==> src/rtl/irq_vec_pkg.sv <==
package irq_vec_pkg;
   localparam int LVL_W   = 3;
   localparam int CODE_W  = 4;
   localparam int BYTE_W  = 8;
   localparam int SRC_OFS = 16;

   // register addresses below the source block
   localparam int A_CTRL = 0;
   localparam int A_BASE = 1;
   localparam int A_MASK = 2;
   localparam int A_LVL  = 3;

   // source byte bit positions
   localparam int B_CLR = 3;
   localparam int B_EN  = 4;
   localparam int B_ACT = 5;
   localparam int B_EDG = 6;
   localparam int B_POL = 7;
   localparam int B_MEN = 1;

   typedef struct packed {
      logic             pol;
      logic             edg;
      logic             en;
      logic [LVL_W-1:0] lvl;
   } src_cfg_t;
endpackage

==> src/rtl/irq_src_cell.sv <==
module irq_src_cell
   import irq_vec_pkg::*;
#(
   parameter int SYNC_STAGES = 2
) (
   input  logic              clk,
   input  logic              rst_n,
   input  logic              req_in,
   input  logic              wr,
   input  logic [BYTE_W-1:0] wdata,
   output src_cfg_t          cfg,
   output logic              active,
   output logic              clr_hit
);
   logic [SYNC_STAGES-1:0] sync_q;
   logic                   prev_q;
   logic                   latch_q;
   logic                   now_on;
   logic                   was_on;
   logic                   edge_hit;

   generate
      if (SYNC_STAGES < 2) begin : g_bad_sync
         $error("irq_src_cell: SYNC_STAGES must be at least 2");
      end
   endgenerate

   always_ff @(posedge clk or negedge rst_n) begin
      if (!rst_n) begin
         sync_q <= '0;
         prev_q <= 1'b0;
      end else begin
         sync_q <= {sync_q[SYNC_STAGES-2:0], req_in};
         prev_q <= sync_q[SYNC_STAGES-1];
      end
   end

   assign clr_hit  = wr & wdata[B_CLR];
   assign now_on   = sync_q[SYNC_STAGES-1] ^ cfg.pol;
   assign was_on   = prev_q ^ cfg.pol;
   assign edge_hit = now_on & ~was_on;

   always_ff @(posedge clk or negedge rst_n) begin
      if (!rst_n) begin
         cfg <= '0;
      end else if (wr) begin
         cfg.pol <= wdata[B_POL];
         cfg.edg <= wdata[B_EDG];
         cfg.en  <= wdata[B_EN];
         cfg.lvl <= wdata[LVL_W-1:0];
      end
   end

   always_ff @(posedge clk or negedge rst_n) begin
      if (!rst_n)          latch_q <= 1'b0;
      else if (!cfg.edg)   latch_q <= 1'b0;
      else if (edge_hit)   latch_q <= 1'b1;
      else if (clr_hit)    latch_q <= 1'b0;
   end

   assign active = cfg.edg ? latch_q : now_on;
endmodule

==> src/rtl/irq_prio_merge.sv <==
module irq_prio_merge
   import irq_vec_pkg::*;
#(
   parameter int NSRC = 16
) (
   input  logic [NSRC-1:0]       req,
   input  logic [NSRC*LVL_W-1:0] lvl_flat,
   input  logic [LVL_W-1:0]      sel_lvl,
   output logic [LVL_W-1:0]      top_lvl,
   output logic [CODE_W-1:0]     win_code,
   output logic                  win_found
);
   always_comb begin
      top_lvl   = '0;
      win_code  = '0;
      win_found = 1'b0;
      for (int i = 0; i < NSRC; i++) begin
         if (req[i]) begin
            if (lvl_flat[i*LVL_W +: LVL_W] > top_lvl)
               top_lvl = lvl_flat[i*LVL_W +: LVL_W];
            if (lvl_flat[i*LVL_W +: LVL_W] == sel_lvl) begin
               win_code  = CODE_W'(i);
               win_found = 1'b1;
            end
         end
      end
   end
endmodule

==> src/rtl/irq_vec_ctrl.sv <==
module irq_vec_ctrl
   import irq_vec_pkg::*;
#(
   parameter int NSRC        = 16,
   parameter int SYNC_STAGES = 2,
   parameter int ADDR_W      = 6
) (
   input  logic              clk,
   input  logic              rst_n,
   input  logic              reg_we,
   input  logic [ADDR_W-1:0] reg_addr,
   input  logic [7:0]        reg_wdata,
   output logic [7:0]        reg_rdata,
   input  logic [NSRC-1:0]   irq_in,
   output logic [2:0]        ipl,
   input  logic              iack,
   input  logic [2:0]        iack_lvl,
   output logic [7:0]        ack_vec,
   output logic              ack_vld,
   output logic              ack_spur
);
   localparam int MASK_W = 1 << LVL_W;

   generate
      if (NSRC < 1 || NSRC > (1 << CODE_W)) begin : g_bad_nsrc
         $error("irq_vec_ctrl: NSRC out of range");
      end
      if (SRC_OFS + NSRC > (1 << ADDR_W)) begin : g_bad_addr
         $error("irq_vec_ctrl: ADDR_W too small");
      end
   endgenerate

   logic                  men_q;
   logic [BYTE_W-1:0]     base_q;
   logic [MASK_W-1:0]     mask_q;
   src_cfg_t              cfg_v [NSRC];
   logic [NSRC-1:0]       act_v, clr_v, edg_v, req_v, we_v;
   logic [NSRC*LVL_W-1:0] lvl_flat;
   logic [LVL_W-1:0]      top_lvl;
   logic [CODE_W-1:0]     win_code;
   logic                  win_found;

   genvar gi;
   generate
      for (gi = 0; gi < NSRC; gi++) begin : g_src
         assign we_v[gi] = reg_we && (reg_addr == ADDR_W'(SRC_OFS + gi));
         irq_src_cell #(.SYNC_STAGES(SYNC_STAGES)) u_cell (
            .clk     (clk),
            .rst_n   (rst_n),
            .req_in  (irq_in[gi]),
            .wr      (we_v[gi]),
            .wdata   (reg_wdata),
            .cfg     (cfg_v[gi]),
            .active  (act_v[gi]),
            .clr_hit (clr_v[gi])
         );
         assign edg_v[gi] = cfg_v[gi].edg;
         assign lvl_flat[gi*LVL_W +: LVL_W] = cfg_v[gi].lvl;
         assign req_v[gi] = men_q & act_v[gi] & cfg_v[gi].en &
                            (cfg_v[gi].lvl != '0) & ~mask_q[cfg_v[gi].lvl];
      end
   endgenerate

   always_ff @(posedge clk or negedge rst_n) begin
      if (!rst_n) begin
         men_q  <= 1'b0;
         base_q <= '0;
         mask_q <= '0;
      end else if (reg_we) begin
         if (reg_addr == ADDR_W'(A_CTRL)) men_q  <= reg_wdata[B_MEN];
         if (reg_addr == ADDR_W'(A_BASE)) base_q <= reg_wdata;
         if (reg_addr == ADDR_W'(A_MASK)) mask_q <= {reg_wdata[MASK_W-1:1], 1'b0};
      end
   end

   irq_prio_merge #(.NSRC(NSRC)) u_merge (
      .req       (req_v),
      .lvl_flat  (lvl_flat),
      .sel_lvl   (iack_lvl),
      .top_lvl   (top_lvl),
      .win_code  (win_code),
      .win_found (win_found)
   );

   assign ipl = top_lvl;

   always_ff @(posedge clk or negedge rst_n) begin
      if (!rst_n) begin
         ack_vec  <= '0;
         ack_vld  <= 1'b0;
         ack_spur <= 1'b0;
      end else begin
         ack_vld  <= iack;
         ack_spur <= iack & ~win_found;
         if (iack) ack_vec <= base_q + {{(BYTE_W-CODE_W){1'b0}}, win_code};
      end
   end

   always_comb begin
      reg_rdata = '0;
      if (reg_addr == ADDR_W'(A_CTRL)) reg_rdata[B_MEN] = men_q;
      if (reg_addr == ADDR_W'(A_BASE)) reg_rdata = base_q;
      if (reg_addr == ADDR_W'(A_MASK)) reg_rdata = mask_q;
      if (reg_addr == ADDR_W'(A_LVL))  reg_rdata = {5'b0, top_lvl};
      for (int i = 0; i < NSRC; i++) begin
         if (reg_addr == ADDR_W'(SRC_OFS + i))
            reg_rdata = {cfg_v[i].pol, cfg_v[i].edg, act_v[i], cfg_v[i].en,
                         1'b0, cfg_v[i].lvl};
      end
   end
endmodule

==> config.mk <==
export PLATFORM = sky130hd
export DESIGN_NAME = irq_vec_ctrl
export DESIGN_NICKNAME = d
export VERILOG_FILES = /design/src/rtl/irq_vec_pkg.sv /design/src/rtl/irq_src_cell.sv /design/src/rtl/irq_prio_merge.sv /design/src/rtl/irq_vec_ctrl.sv
export SDC_FILE = /design/constraint.sdc
export NUM_CORES = 1
export LEC_CHECK = 0
export CORE_MARGIN = 3
export CORE_UTILIZATION = 39
export DETAILED_ROUTE_END_ITERATION = 12
export PLACE_DENSITY_LB_ADDON = 0.08
export RECOVER_POWER = 25
export SYNTH_ARGS = -nofsm -noshare
export SYNTH_HDL_FRONTEND = slang
export SYNTH_SLANG_ARGS = --single-unit
==> constraint.sdc <==
create_clock -name clk -period 24 [get_ports clk]
set_input_delay 2.4 -clock clk [delete_from_list [all_inputs] [get_ports clk]]
set_output_delay 2.4 -clock clk [all_outputs]
set_load 0.005 [all_outputs]
After elaboration in Yosys (flattened, before gate mapping). Index checks and enable logic that the tools add are counted.

$add $sub $neg: 1. Multipliers: 0. Divide/modulo/power cells: 0. $lt $le $gt $ge: 32. Eq/ne operators: 51. Shifts and indexed selects: 0. Multiplexer cells: 210. Bitwise logic cells: 162. Reduce and logical (&&, ||, !) cells: 36.

Operators with widths (number): two-way mux 8 bit (19); two-way mux 4 bit (29); two-way mux 1 bit (114); AND 1 bit (97); == test 6 x 5 -> 1 bit, second input constant (16); two-way mux 3 bit (32); < comparator 3 x 4 -> 1 bit, second input constant (16); binary-select mux 1 bit (select 3 bit) (16); == test 3 bit (16); inequality test 3 bit, second input constant (16); nonzero test 3 bit (16); greater-than comparator 3 bit (15); NOT 1 bit (33); bitwise XOR 1 bit (32); logical AND 1 bit (16); == test 6 x 2 -> 1 bit, second input constant (2); adder 8 x 4 -> 8 bit (1); == test 6 x 1 -> 1 bit, second input constant (1); logical NOT 6 bit (1); AND reduction 2 bit (3); greater-than comparator 3 x 1 -> 1 bit, second input constant (1).

Bits in registers: 186. Latch bits: 0. Bits in writable memories: 0. ROM bits: 0. Input bits: 37. Output and inout port bits: 21. Logic and storage cells: 610. Memories kept: 0.

Longest topological paths before layout. Gate-level depths: netlist of run 1.

Depth after elaboration: 69. Mapped depth: 118.

Cells and area by module. A second synthesis of run 1 with hierarchy kept.

Cells, all modules: 1212. Area total of the unflattened synthesis: 12828.6 um2.

Modules (own cells, without submodules): irq_src_cell (times used 16, cells an instance 24, area an instance 387.9 um2); irq_vec_ctrl (times used 1, cells an instance 436, area an instance 3741.1 um2); irq_prio_merge (times used 1, cells an instance 392, area an instance 2881.5 um2).

Least setup slack after synthesis of run 1. Ideal clock, no wire load.

Path type: register to output. Start point: register mask_q[2]. End point: output reg_rdata[0]. Arrival time: 19.476 ns. Data required time: 21.600 ns. Slack: 2.124 ns. Cell stages (with the launch flop): 113. Path through: dfrtp_1 -> buf_2 -> buf_2 -> nor2_1 -> a221oi_2 -> nor4_1 -> inv_1 -> ha_1 -> nand2_1 -> o21ai_0 -> nand2_1 -> nor3_2 -> mux2i_1 -> inv_1 -> ha_1 -> o21ai_0 -> nand4_1 -> nand2b_1 -> [77 not listed] -> nand2_1 -> mux2_2 -> ha_1 -> a21o_1 -> a21oi_1 -> nor2_1 -> and2_1 -> a311oi_1 -> o31a_1 -> a21oi_1 -> ha_1 -> a21o_1 -> a21oi_1 -> a311o_1 -> nand2_1 -> a2bb2oi_1 -> o31ai_1 -> o31ai_1.

Longest elaborated chain between the ends: 67.

Ends and longest elaborated chain: start: declaration (line irq_vec_ctrl.sv:35) `logic [MASK_W-1:0] mask_q;`; start signal: assignment (line irq_vec_ctrl.sv:72) `if (reg_addr == ADDR_W'(A_MASK)) mask_q <= {reg_wdata[MASK_W-1:1], 1'b0};`; binary-select mux 1 bit (select 3 bit) (line irq_vec_ctrl.sv:60) `(cfg_v[gi].lvl != '0) & ~mask_q[cfg_v[gi].lvl];`; two-way mux 1 bit (not written as such) (line irq_vec_ctrl.sv:60); NOT 1 bit (line irq_vec_ctrl.sv:60); AND 1 bit (line irq_vec_ctrl.sv:60); two-way mux 3 bit (line irq_prio_merge.sv:18) `if (req[i]) begin`; greater-than comparator 3 bit (line irq_prio_merge.sv:19) `if (lvl_flat[i*LVL_W +: LVL_W] > top_lvl)`; two-way mux 3 bit (line irq_prio_merge.sv:19); two-way mux 3 bit (line irq_prio_merge.sv:18); [36 not listed]; greater-than comparator 3 bit (line irq_prio_merge.sv:19); two-way mux 3 bit (line irq_prio_merge.sv:19); two-way mux 3 bit (line irq_prio_merge.sv:18); greater-than comparator 3 bit (line irq_prio_merge.sv:19); two-way mux 3 bit (line irq_prio_merge.sv:19); two-way mux 3 bit * (line irq_prio_merge.sv:18); two-way mux 8 bit * (line irq_vec_ctrl.sv:104) `if (reg_addr == ADDR_W'(A_LVL)) reg_rdata = {5'b0, top_lvl};`; two-way mux 8 bit * (16 in series) (line irq_vec_ctrl.sv:106) `if (reg_addr == ADDR_W'(SRC_OFS + i))`; end: declaration (line irq_vec_ctrl.sv:13) `output logic [7:0] reg_rdata,`.

Mark *: on every way between the ends. The rest lies on a longest branch, timed or not. The select of a mux whose other input is x is not followed.

Worst setup path in the final report of run 1.
Start point: register g_src[0].u_cell.sync_q[1]. End point: output ipl[1].

Longest elaborated chain between the ends: 52.

Ends and longest elaborated chain: start: declaration (line irq_src_cell.sv:15) `logic [SYNC_STAGES-1:0] sync_q;`; start signal: assignment (line irq_src_cell.sv:33) `sync_q <= {sync_q[SYNC_STAGES-2:0], req_in};`; bitwise XOR 1 bit * (line irq_src_cell.sv:39) `assign now_on = sync_q[SYNC_STAGES-1] ^ cfg.pol;`; two-way mux 1 bit * (line irq_src_cell.sv:61) `assign active = cfg.edg ? latch_q : now_on;`; AND 1 bit * (3 in series) (line irq_vec_ctrl.sv:59) `assign req_v[gi] = men_q & act_v[gi] & cfg_v[gi].en &`; AND 1 bit * (line irq_vec_ctrl.sv:60); two-way mux 3 bit * (line irq_prio_merge.sv:18); greater-than comparator 3 bit (line irq_prio_merge.sv:19); two-way mux 3 bit (line irq_prio_merge.sv:19); two-way mux 3 bit * (line irq_prio_merge.sv:18); [34 not listed]; two-way mux 3 bit (line irq_prio_merge.sv:19); two-way mux 3 bit * (line irq_prio_merge.sv:18); greater-than comparator 3 bit (line irq_prio_merge.sv:19); two-way mux 3 bit (line irq_prio_merge.sv:19); two-way mux 3 bit * (line irq_prio_merge.sv:18); greater-than comparator 3 bit (line irq_prio_merge.sv:19); two-way mux 3 bit (line irq_prio_merge.sv:19); two-way mux 3 bit * (line irq_prio_merge.sv:18); end: declaration (line irq_vec_ctrl.sv:15) `output logic [2:0] ipl,`.

Mark *: on every way between the ends. The rest lies on a longest branch, timed or not.

==> results list, run 1 <==
- P&R area growth vs syn: 17.4%
- Total core area: approximately 31,000 µm²
- Detailed placement finished with a half-perimeter wire length of 29.0 mm.
- Vias in the first global route: just over 10,000
* I/O Pins: slightly below 60
* Number of cell rows: 64
* Result of the run: finished, violations left
* Number of distinct library cells after synthesis: 84
- In this run the mean area of a mapped cell was ~9.9 µm².
- Cell repeated most along the worst path: sky130_fd_sc_hd__buf_4
- The worst path needs 23,230 ps of the cycle, external delays included.
* VDD IR-drop max: around 0.000038 V
- Max-cap violations in this run came to 1.
- Peak Freq: between 0.04 and 0.05 GHz
- In this run, post-CTS hold repair placed 0 buffers.
- Root Driver: sky130_fd_sc_hd__clkbuf_16
- For the worst flop-to-flop path, the logic depth is 16.
* Final setup violation count: 0
* Post-route clock skew: 16.4 ps
- Routability congestion estimate: approximately 0.95
- Violations in the final reports: capacitance limit, slew limit
* Per-cell via count in the routed design: 5.97
* Fraction of synthesis flops using an asynchronous set or reset pin: 100%
- The finished cells cover approximately 15,000 µm².
- Synthesized instance count: about 1,300
- The setup path with the least slack is of type reg -> out.
- Critical path data required time: roughly 22,000 ps
* Type of element capturing the critical path: output port
- Vias after detailed routing: about 10,000
- Total DRC errors in the routed layout: 0
- Overall overflow remaining after global route: 0
* Width of the die: 185 µm
- TritonCTS built the clock tree.
- In this run the tightest slew margin relative to its limit is -350%.
- Number of nets with antenna violations after detailed routing: 0
* Dpl cell area: 13,400 µm²
- Maximum number of buffers from clock root to sink: 2
- Proportion of layout cells with a drive suffix above 1: about a quarter
- Maximum number of pins on one net before global-route repair: ~120
- Kind of start point of the critical path: register
* Initial core utilization: about 40%
- Global router's overall resource usage: 23.4%
* Slew at the pin closest to its max-slew limit: ~6700 ps
* Sequential cell area fraction in the yosys report: ~37%
- Dividing the detail-routed wire length by the instance count gives ~23 µm.
* Worst-path cell with the longest stage delay: sky130_fd_sc_hd__a2111oi_4
- Source-to-sink clock delay at the later pin of the worst-skew pair: ~440 ps
* Global-route wire length before repair: approximately 61 mm
- For this run, the slowest stage of the critical path takes slightly below 500 ps.
- Highest net fanout along the worst path: 6
- Number of register bits inferred by synthesis: around 190
- Post-synth EDFFs: 0
* Number of design-rule violations left by the first detailed-router iteration: around 820
* Tightest hold margin: around 350 ps
- Wires add up to about 40 mm.
* Post-synthesis instance area: around 12,000 µm²
- For the worst setup path, the data arrival time is around 21,000 ps.
- Final Slew Violations: about 120
- Count of H-tree levels built during CTS: 4
* TritonRoute pass-1 iters: 7
* Number of cells traversed by the worst hold path: 0
- Total of warnings raised by yosys: 0
- Synthesized netlist net count: between 1,000 and 1,500
* Clock net sink count: between 150 and 200
* Type of the most critical hold path: reg -> reg
* Count of inserted antenna diode cells: 0
- TritonCTS created 17 clock buffers.
* Final #Nets: approximately 1,400
- Die Span Y: 185 µm
- Commonest register cell after synthesis: sky130_fd_sc_hd__dfrtp_1
- Power density relative to cell area: 60.3 nW/µm²
* PortBufs: 57
- Fin Setup TNS: 0 ps
- The count of final hold-check violations is 0.
- Ratio of final minimum period to clock period: between 90% and 100%
- Summed over all cells, the static leakage comes to around 6.2 nW.
- Die Footprint: approximately 34,000 µm²
* Number of antenna violations at the first check in global routing: 0
* Post-CTS clock slew at the launch and capture registers of the worst setup and hold paths: 70 ps
## sequential cells by signal, summed over array words and instances (netlist names)
| register | cells |
|---|---|
| g_src.u_cell.cfg | 96 |
| g_src.u_cell.sync_q | 32 |
| g_src.u_cell.latch_q | 16 |
| g_src.u_cell.prev_q | 16 |
| ack_vec | 8 |
| base_q | 8 |
| mask_q | 7 |
| ack_spur | 1 |
| ack_vld | 1 |
| men_q | 1 |
## area by class of cell
cell class	instances	area, µm²
multi-input cells	955	7650
repair buffers	133	1150
well taps	396	495
flip-flops and latches	186	4660
fillers	2987	16400
clock buffers	20	447
clock inverters	11	91.3
inverters	48	180
## placed cells by master (no fill, tap or decap), types with 36 or more instances in the layout
master	count
sky130_fd_sc_hd__xor2_1	36
sky130_fd_sc_hd__dfrtp_1	184
sky130_fd_sc_hd__nand3_1	44
sky130_fd_sc_hd__buf_4	76
sky130_fd_sc_hd__mux2_2	129
sky130_fd_sc_hd__ha_1	43
sky130_fd_sc_hd__nor2b_1	46
sky130_fd_sc_hd__inv_1	46
sky130_fd_sc_hd__nand2_1	97
sky130_fd_sc_hd__nor2_1	75
## stage by stage
step	setup WS (ps)	instances	utilization, %	total power, mW
floorplan	2120	1266	-	0.533
global placement	29.4	1670	43.2	0.603
detailed placement	-575	1670	43.2	0.607
CTS	19.7	1717	45.7	0.880
global route	-266	1749	47.2	0.931
finish	765	1749	47.2	0.885
## worst paths after layout
path	from	endpoint	slack [ps]
max	g_src[0].u_cell.sync_q[1]	ipl[1]	770
min	g_src[12].u_cell.sync_q[0]	g_src[12].u_cell.sync_q[1]	350
max in group asynchronous	rst_n	g_src[0].u_cell.cfg[1]	15250
min reg2reg	g_src[12].u_cell.sync_q[0]	g_src[12].u_cell.sync_q[1]	350
min in group asynchronous	rst_n	g_src[4].u_cell.sync_q[0]	4490
max reg2reg	g_src[3].u_cell.cfg[1]	ack_vec[7]	19260
## synthesized netlist by cell type, drive strengths merged (10+ instances only)
cell	instances	share of area, %
dfrtp	186	37
mux2	131	12
nand2	107	3.3
nor2	79	2.4
clkbuf	50	1.5
ha	49	4.9
inv	48	1.4
nor2b	48	2.4
nand3	45	1.8
o21ai	40	1.6
mux2i	38	3.0
a21oi	37	1.5
xor2	37	2.6
a221oi	33	2.4
xnor2	28	2.0
buf	27	1.2
nand2b	21	1.1
nor3	20	0.88
nor3b	19	1.1
a211oi	14	0.92
o21a	13	0.78
mux4	12	2.2
a21o	11	0.66
a22oi	11	0.66
and2	10	0.50
nand4	10	0.50
o211ai	10	0.60
o22ai	10	0.50
## critical path, delay by kind of cell (launching register included)
kind | cells | cell delay (ps)
compound gates | 47 | 7950
flops | 1 | 440
buf+inv | 17 | 2180
xor+xnor | 1 | 230
simple gates | 34 | 4800
fa+ha+maj | 14 | 3850
mux | 3 | 890
## cells by family (layout without fill, tap and decap cells)
group	Yosys count	after routing	synth area share (%)
buffers and inverters	125	212	4.17
adders and majority gates	50	50	5.07
muxes	181	181	17.1
xor gates and xnor gates	65	65	4.56
DFF	186	186	37.2
AOI/OAI and AO/OA	259	259	15.5
and+or+nand+nor	400	400	16.3
## where the power goes
group          switching (mW)  total (mW)  internal [mW]
sequential             0.0568       0.403          0.346
clock                   0.129       0.266          0.137
combinational           0.111       0.217          0.105
total                   0.297       0.885          0.588
## metal layers
metal | global-route usage (%) | part of all wire (%) | up-vias
met5 | 0 | 0 | -
met4 | 6.96 | 2.6 | 0
met3 | 2.77 | 4.4 | 71
met2 | 36.2 | 45 | 303
met1 | 34.5 | 48 | 5257
li1 | - | - | 4813
## repair_timing
action | 4_1_cts | 5_1_grt
endpoints found under the setup margin | 6 | 6
gates cloned | 0 | 0
pin swaps | 7 | 40
buffers inserted | 16 | 32
gates resized for setup | 28 | 64
hold endpoints to repair | 0 | 0
Power figures use the tool's default switching activity.
==> run 2, diff against run 1 <==
--- a/config.mk
+++ b/config.mk
@@ -7,6 +7,7 @@
 export LEC_CHECK = 0
 export CORE_MARGIN = 3
 export CORE_UTILIZATION = 39
+export CTS_BUF_LIST = sky130_fd_sc_hd__clkbuf_4 sky130_fd_sc_hd__clkbuf_8
 export DETAILED_ROUTE_END_ITERATION = 12
 export PLACE_DENSITY_LB_ADDON = 0.08
 export RECOVER_POWER = 25
==> run 2 against run 1 <==
  * The run still ends with capacitance limit, slew limit left
  * Clock power down 25%
  * Critical path depth unchanged
  * Count of clock-buffer cells in the layout unchanged
  * Flip-flop and latch count unchanged
  * Final area down 1.1%
  * Clock skew up 6.5 ps
  * Combinational power about the same
  * Cell count about the same
  * Global-route usage up 0.078 points
  * Non-clock buffer count up 1
  * Sequential power about the same
  * Largest cell class unchanged
==> results list, run 2 (synthesized netlist as in run 1, its figures left out) <==
- Result of the run: finished, violations left
- The checks that failed: capacitance limit, slew limit.
- The net count reported at finish is 1,429 (+0.070%).
- I/O Pins: 58 (unchanged)
- The required time of the worst setup path is 21,600 ps (about the same).
- The worst hold path belongs to the class reg -> reg.
- Power density relative to cell area: 56.5 nW/µm² (-6.3%)
- The critical path arrival was 20,870 ps (+40 ps).
- The number of endpoints failing setup at the final stage was 0 (unchanged).
* Footprint of the multi-input gates: 7670 µm² (+0.21%)
- The delay contributed by the slowest stage of the critical path was 490 ps (about the same).
* Proportion of layout cells with a drive suffix above 1: 25.1% (+0.42 points)
* Total core area: 31,100 µm² (unchanged)
- STA classifies the critical path endpoint as an output port.
- Filler cell count in the final layout: 3,017 (+1.0%)
- Hold violation total from the final report: 0 (unchanged)
- Final Slew Violations: 123 (unchanged)
- Aggregate routed wire length: 40.2 mm (+0.27%)
* Die Span Y: 185 µm (unchanged)
- The leakage power is 6.16 nW (-1.1%).
- Most frequent cells in the layout: sky130_fd_sc_hd__dfrtp_1, sky130_fd_sc_hd__mux2_2, sky130_fd_sc_hd__nand2_1, sky130_fd_sc_hd__buf_4, sky130_fd_sc_hd__nor2_1
- For this design, the slowest cell found on the critical path is sky130_fd_sc_hd__a2111oi_4.
* Commonest non-fill, non-tap cell in the layout: sky130_fd_sc_hd__dfrtp_1
- Count of H-tree levels built during CTS: 4 (unchanged)
* Slew at the pin closest to its max-slew limit: 6750 ps (+5.04 ps)
- The final antenna-violating net count came to 0 (unchanged).
* Kind of critical path: reg -> out
* Overall overflow remaining after global route: 0 (unchanged)
* PortBufs: 57 (unchanged)
* Post-CTS clock slew at the launch and capture registers of the worst setup and hold paths: 90 ps (+20 ps)
- The number of diodes added for antenna fixing came to 0 (unchanged).
* Register containing the most flip-flops in the final layout: g_src.u_cell.cfg
- The minimum setup slack among reg-to-reg paths is 19,270 ps (about the same).
- Worst hold start: g_src[4].u_cell.sync_q[0]
- Peak Freq: 0.0430 GHz (-0.14%)
- TritonRoute pass-1 iters: 7 (unchanged)
* Root Driver: sky130_fd_sc_hd__clkbuf_8
- Kind of start point of the critical path: register
- The flip-flop count of the largest register after layout came to 96 (unchanged).
* Width of the die: 185 µm (unchanged)
- Largest registers: g_src.u_cell.cfg: 96 flops, g_src.u_cell.sync_q: 32 flops
- Highest net fanout along the worst path: 6 (unchanged)
- In this run the critical register-to-register path is captured at ack_vec[7].
- Half-perimeter wire length after placement: 29.0 mm (unchanged)
- Footprint of the flip-flops and latches: 4660 µm² (unchanged)
- Number of design-rule violations left by the first detailed-router iteration: 825 (+0.12%)
- Routability congestion estimate: 0.950 (unchanged)
- The average wire per cell in the routed design came to 23.0 µm (+0.21%).
- Clock net sink count: 186 (unchanged)
* Per-cell via count in the routed design: 5.93 (-0.65%)
* Vias after detailed routing: 10,382 (-0.59%)
- P&R area growth vs syn: 16.1%
- Global-route wire length before repair: 61.5 mm (about the same)
- Number of antenna violations at the first check in global routing: 0 (unchanged)
- Crit path time final: 23,270 ps (+33.3 ps)
- Cell repeated most along the worst path: sky130_fd_sc_hd__buf_4
- Worst Setup SP: g_src[0].u_cell.sync_q[1]
- Initial core utilization: 40.2% (unchanged)
- Global router's overall resource usage: 23.5% (+0.078 points)
- Count of cells along the worst register-to-register path: 16 (unchanged)
* RSZ-0062 raised after global routing: true
- The setup skew after layout came to 22.9 ps (+6.46 ps).
- Ratio of final minimum period to clock period: 96.9% (+0.14 points)
* CTS Hold Buffers Added: 0 (unchanged)
* Clock tree from TritonCTS: built
* Die Footprint: 34,200 µm² (unchanged)
- The clock buffer count from CTS is 17 (unchanged).
- The remaining max-slew budget at the tightest pin was -350% (about the same).
* Vias in the first global route: 10,140 (+0.46%)
- Maximum number of pins on one net before global-route repair: 123 (unchanged)
- The critical path ends at reg_rdata[1].
- The maximum number of buffers from clock root to sink is 2 (unchanged).
* Total Power Consumption: 0.820 mW (-7.4%)
- VDD IR-drop max: 0.0000366 V (-4.3%)
- Share of the core filled with cells in the final layout: 46.7% (-0.53 points)
- The site row count is 64 (unchanged).
- Total DRC errors in the routed layout: 0 (unchanged)
* Source-to-sink clock delay at the later pin of the worst-skew pair: 480 ps (+40 ps)
- The number of max-capacitance violations reported is 1 (unchanged).
- Crit Reg-Reg Startpoint: g_src[3].u_cell.cfg[1]
==> run 2: changes by cell type in the layout (fill, tap and decap cells not counted), sizes merged <==
cell and delta:
clkbuf +1, buf +1, clkdlybuf4s50 -1
==> run 2: how the worst min path moves through the flow <==
stage                                  to  cells past startpoint
6_report        g_src[4].u_cell.sync_q[1]                      0
5_1_grt        g_src[12].u_cell.sync_q[1]                      0
4_1_cts        g_src[12].u_cell.sync_q[1]                      0
3_5_place_dp    g_src[2].u_cell.sync_q[1]                      0
3_3_place_gp    g_src[3].u_cell.sync_q[1]                      0
2_1_floorplan   g_src[0].u_cell.sync_q[1]                      0
==> run 2: layer usage <==
layer	GRT usage (%)	part of all wire, %	vias to the layer above
met5	0	0	-
met4	8.01	3.1	0
met3	2.73	4.4	71
met2	35.9	45	292
met1	34.6	48	5207
li1	-	-	4812
==> run 2: report_power, final <==
part           total, mW  internal, mW  switching, mW
Clock              0.199        0.0781          0.121
Combinational      0.218         0.106          0.112
Sequential         0.402         0.345         0.0571
Total              0.820         0.530          0.290
==> run 2: metrics by stage <==
stage	instances	setup TNS, ps	hold slack [ps]	setup WS [ps]	instance area [µm²]
detailed placement	1670	-2240	335	-575	13400
CTS	1716	0	354	9.76	14000
floorplan	1266	0	331	2120	12500
global route	1750	-1140	354	-321	14500
global placement	1670	0	333	29.4	13400
finish	1750	0	355	732	14500
==> run 2: what timing repair did <==
item / CTS / global route
setup endpoints to repair: 6 / 6
gates resized for setup: 30 / 68
setup buffers: 15 / 34
pin swaps: 7 / 46
==> run 2: layout make-up <==
class                      count  area share, %
inverter                      48           1.24
sequential                   186           32.1
multi-input combinational    955           52.9
clock inverter                11          0.630
clock buffer                  20           1.81
tap                          396           3.42
timing repair buffer         134           7.93
==> run 2: worst max-delay path, delay by kind of cell (launching register included) <==
| kind | cells | cell delay [ps] |
|---|---|---|
| AND/OR/NAND/NOR | 33 | 4800 |
| multiplexers | 3 | 900 |
| AO/OA/AOI/OAI | 48 | 8260 |
| XOR/XNOR | 1 | 230 |
| adder cells (fa/ha/maj) | 14 | 3850 |
| flip-flops | 1 | 450 |
| buffers and inverters | 17 | 1880 |
==> run 3, diff against run 2 <==
--- a/config.mk
+++ b/config.mk
@@ -11,6 +11,7 @@
 export DETAILED_ROUTE_END_ITERATION = 12
 export PLACE_DENSITY_LB_ADDON = 0.08
 export RECOVER_POWER = 25
+export SETUP_SLACK_MARGIN = 0.05
 export SYNTH_ARGS = -nofsm -noshare
 export SYNTH_HDL_FRONTEND = slang
 export SYNTH_SLANG_ARGS = --single-unit
==> constraint.sdc (replaced) <==
create_clock -name clk -period 28.9 [get_ports clk]
set_input_delay 2.89 -clock clk [delete_from_list [all_inputs] [get_ports clk]]
set_output_delay 2.89 -clock clk [all_outputs]
set_load 0.005 [all_outputs]
==> run 3 against run 2 <==
  * The flow still finishes with violations (capacitance limit, slew limit)
  * Non-clock buffer count fell by 60
  * Highest routed layer unchanged
  * Largest cell class unchanged
  * Via count fell by 3.5%
  * Count of clock-buffer cells in the layout up 3
==> results list, run 3 (synthesized netlist as in run 1, its figures left out) <==
- The count of buffers inserted at the top-level ports was 57 (unchanged).
* Aggregate routed wire length: 38.9 mm (-3.2%)
* Top cell family by delay on the critical path: compound AO/OA/AOI/OAI gates
* Commonest non-fill, non-tap cell in the layout: sky130_fd_sc_hd__dfrtp_1
- Final #Nets: 1,369 (-4.2%)
* VDD IR-drop max: 0.0000414 V (+13%)
- The minimum setup slack among reg-to-reg paths was 24,220 ps (+4950 ps).
- The largest fanout of any net on the critical path is 8 (+2).
- The final antenna-violating net count came to 0 (unchanged).
- The leakage power is 5.74 nW (-6.8%).
- Worst-path cell with the longest stage delay: sky130_fd_sc_hd__dfrtp_1
- The number of max-capacitance violations reported came to 1 (unchanged).
* Die Footprint: 34,200 µm² (unchanged)
- In the final layout, the registers with the most flip-flops are g_src.u_cell.cfg: 96 flops, g_src.u_cell.sync_q: 32 flops.
* Most frequent cells in the layout: sky130_fd_sc_hd__dfrtp_1, sky130_fd_sc_hd__mux2_2, sky130_fd_sc_hd__nand2_1, sky130_fd_sc_hd__nor2_1, sky130_fd_sc_hd__ha_1
- Number of antenna violations at the first check in global routing: 0 (unchanged)
- Type of element capturing the critical path: output port
- The CTS sink count is 186 (unchanged).
- Overall overflow remaining after global route: 0 (unchanged)
- Source-to-sink clock delay at the later pin of the worst-skew pair: 480 ps (about the same)
- The setup path with the least slack is of type reg -> out.
- The setup slack at placement came to 3330 ps (+3900 ps).
* Post CTS Setup Buffer Count: 0 (-15)
* Tightest hold margin: 353 ps (-1.39 ps)
- STA classifies the critical path startpoint as a register.
- Number of cell rows: 64 (unchanged)
* Crit path time final: approximately 26,000 ps
* Peak Freq: around 0.038 GHz
* Maximum number of pins on one net before global-route repair: 117 (-4.9%)
* Slew HR: -314% (+36 points)
* TritonRoute pass-1 iters: 5 (-2)
- Of the available clock period, the critical path in the final layout requires ~90%.
- The run finished, with violations left.
- The number of cells traversed by the worst register-to-register path is 16 (unchanged).
* Number of design-rule violations left by the first detailed-router iteration: 760 (-7.9%)
- Total CTS buffers: 17 (unchanged)
- Total DRC errors in the routed layout: 0 (unchanged)
- The die extent in x came to 185 µm (unchanged).
- Post-route clock skew: 13.9 ps (-8.93 ps)
- Final Slew Violations: 117 (-4.9%)
- Count of inserted antenna diode cells: 0 (unchanged)
- The delay contributed by the slowest stage of the critical path was 600 ps (+110 ps).
* CTS Hold Buffers Added: 0 (unchanged)
- The area of the core was 31,100 µm² (unchanged).
- The final non-filler cell total came to 1,691 (-3.4%).
* Endpoint with the worst hold slack: g_src[10].u_cell.sync_q[1]
- RSZ-0062 raised after global routing: false
- The post-place instance area was 13,400 µm² (-0.61%).
- Type of the most critical hold path: reg -> reg
- Maximum number of buffers from clock root to sink: 2 (unchanged)
* Global router's overall resource usage: 23.2% (-0.28 points)
* Total non-filler cell area in the finished layout: 13,700 µm² (-5.3%)
- The flip-flop count of the largest register after layout was 96 (unchanged).
* Worst hold start: g_src[10].u_cell.sync_q[0]
* Die Span Y: 185 µm (unchanged)
- Detail-routed net length per standard cell: 23.0 µm (+0.17%)
* Per-cell via count in the routed design: 5.92 (-0.17%)
- I/O Pins: 58 (unchanged)
- P&R area growth vs syn: 9.91%
- Global-route wire length before repair: 60.7 mm (-1.3%)
- The required time of the worst setup path was 26,010 ps (+4410 ps).
* Slew at the pin closest to its max-slew limit: 6210 ps (-539 ps)
- The end-of-flow core utilization is 44.2% (-2.5 points).
- In this run the critical register-to-register path is launched from mask_q[6].
* Fin Setup TNS: 0 ps (unchanged)
* Clock tree from TritonCTS: built
- Crit path setup slack, layout: 2580 ps (+1850 ps)
* Count of H-tree levels built during CTS: 4 (unchanged)
- Proportion of layout cells with a drive suffix above 1: 16.5% (-8.6 points)
- In this run the critical register-to-register path is captured at ack_vec[7].
- Power density relative to cell area: 49.1 nW/µm² (-13%)
- Final setup violation count: 0 (unchanged)
- Post-CTS clock slew at the launch and capture registers of the worst setup and hold paths: 90 ps (about the same)
* Sum of buffers and inverters on the critical path: 5 (-12)
- Root Driver: sky130_fd_sc_hd__clkbuf_8
- The count of instances resized after the clock tree is built was 0 (-100%).
- The overall power consumption was 0.674 mW (-18%).
- Initial core utilization: 40.2% (unchanged)
* Half-perimeter wire length after placement: 29.1 mm (about the same)
* Cell repeated most along the worst path: sky130_fd_sc_hd__ha_1
- The detailed-route via count is 10,015 (-3.5%).
- Register containing the most flip-flops in the final layout: g_src.u_cell.cfg
* Filler cell count in the final layout: 3,041 (+0.80%)
- Hold violation total from the final report: 0 (unchanged)
- Vias in the first global route: 9,898 (-2.4%)
- The final estimated routing congestion in global placement is 0.879 (-7.5%).
- The instance count after placement with tap cells included came to 1,659 (-0.66%).
- The critical path arrival was 23,430 ps (+2560 ps).
- The checks that failed: capacitance limit, slew limit.
- Number of cells traversed by the worst hold path: 0 (unchanged)
run 3: changes by cell type in the layout (fill, tap and decap cells not counted), sizes merged:
cell	delta
buf	-60
bufinv	+1
clkbuf	+2
clkdlybuf4s50	+6
dlymetal6s2s	-5
inv	-3
run 3: worst max-delay path by stage:
stage	cells past startpoint	to	startpoint	slack, ps
after CTS	110	reg_rdata[0]	g_src[0].u_cell.cfg[1]	2760
after global placement	110	reg_rdata[0]	g_src[0].u_cell.cfg[1]	3850
after floorplan	112	reg_rdata[0]	mask_q[2]	6530
final	110	reg_rdata[0]	g_src[0].u_cell.cfg[1]	2580
after detailed placement	110	reg_rdata[0]	g_src[0].u_cell.cfg[1]	3330
after global routing	110	reg_rdata[0]	g_src[0].u_cell.cfg[1]	430
run 3: where the power goes:
part	switching (mW)	internal, mW	leakage (nW)	total, mW
combinational	0.0855	0.0799	3.15	0.165
clock	0.0949	0.0795	0.195	0.174
sequential	0.0474	0.287	2.39	0.334
run 3: cell type report:
| type | instances | area (µm²) | area share [%] |
|---|---|---|---|
| clock buffer | 23 | 304 | 2.21 |
| clock inverter | 9 | 88.8 | 0.647 |
| inverter | 48 | 180 | 1.31 |
| multi-input combinational | 955 | 7320 | 53.3 |
| sequential | 186 | 4650 | 33.9 |
| tap | 396 | 495 | 3.61 |
| timing repair buffer | 74 | 692 | 5.04 |
run 3: per-layer routing:
metal  share of wire (%)  wire length (µm)  vias up  global-route usage, %
li1                    -                 -     4695                      -
met1                  49             19100     4999                   34.2
met2                  44             17300      279                   36.1
met3                 4.8              1890       42                   3.42
met4                 1.7               678        0                   5.46
met5                   0                 0        -                      0
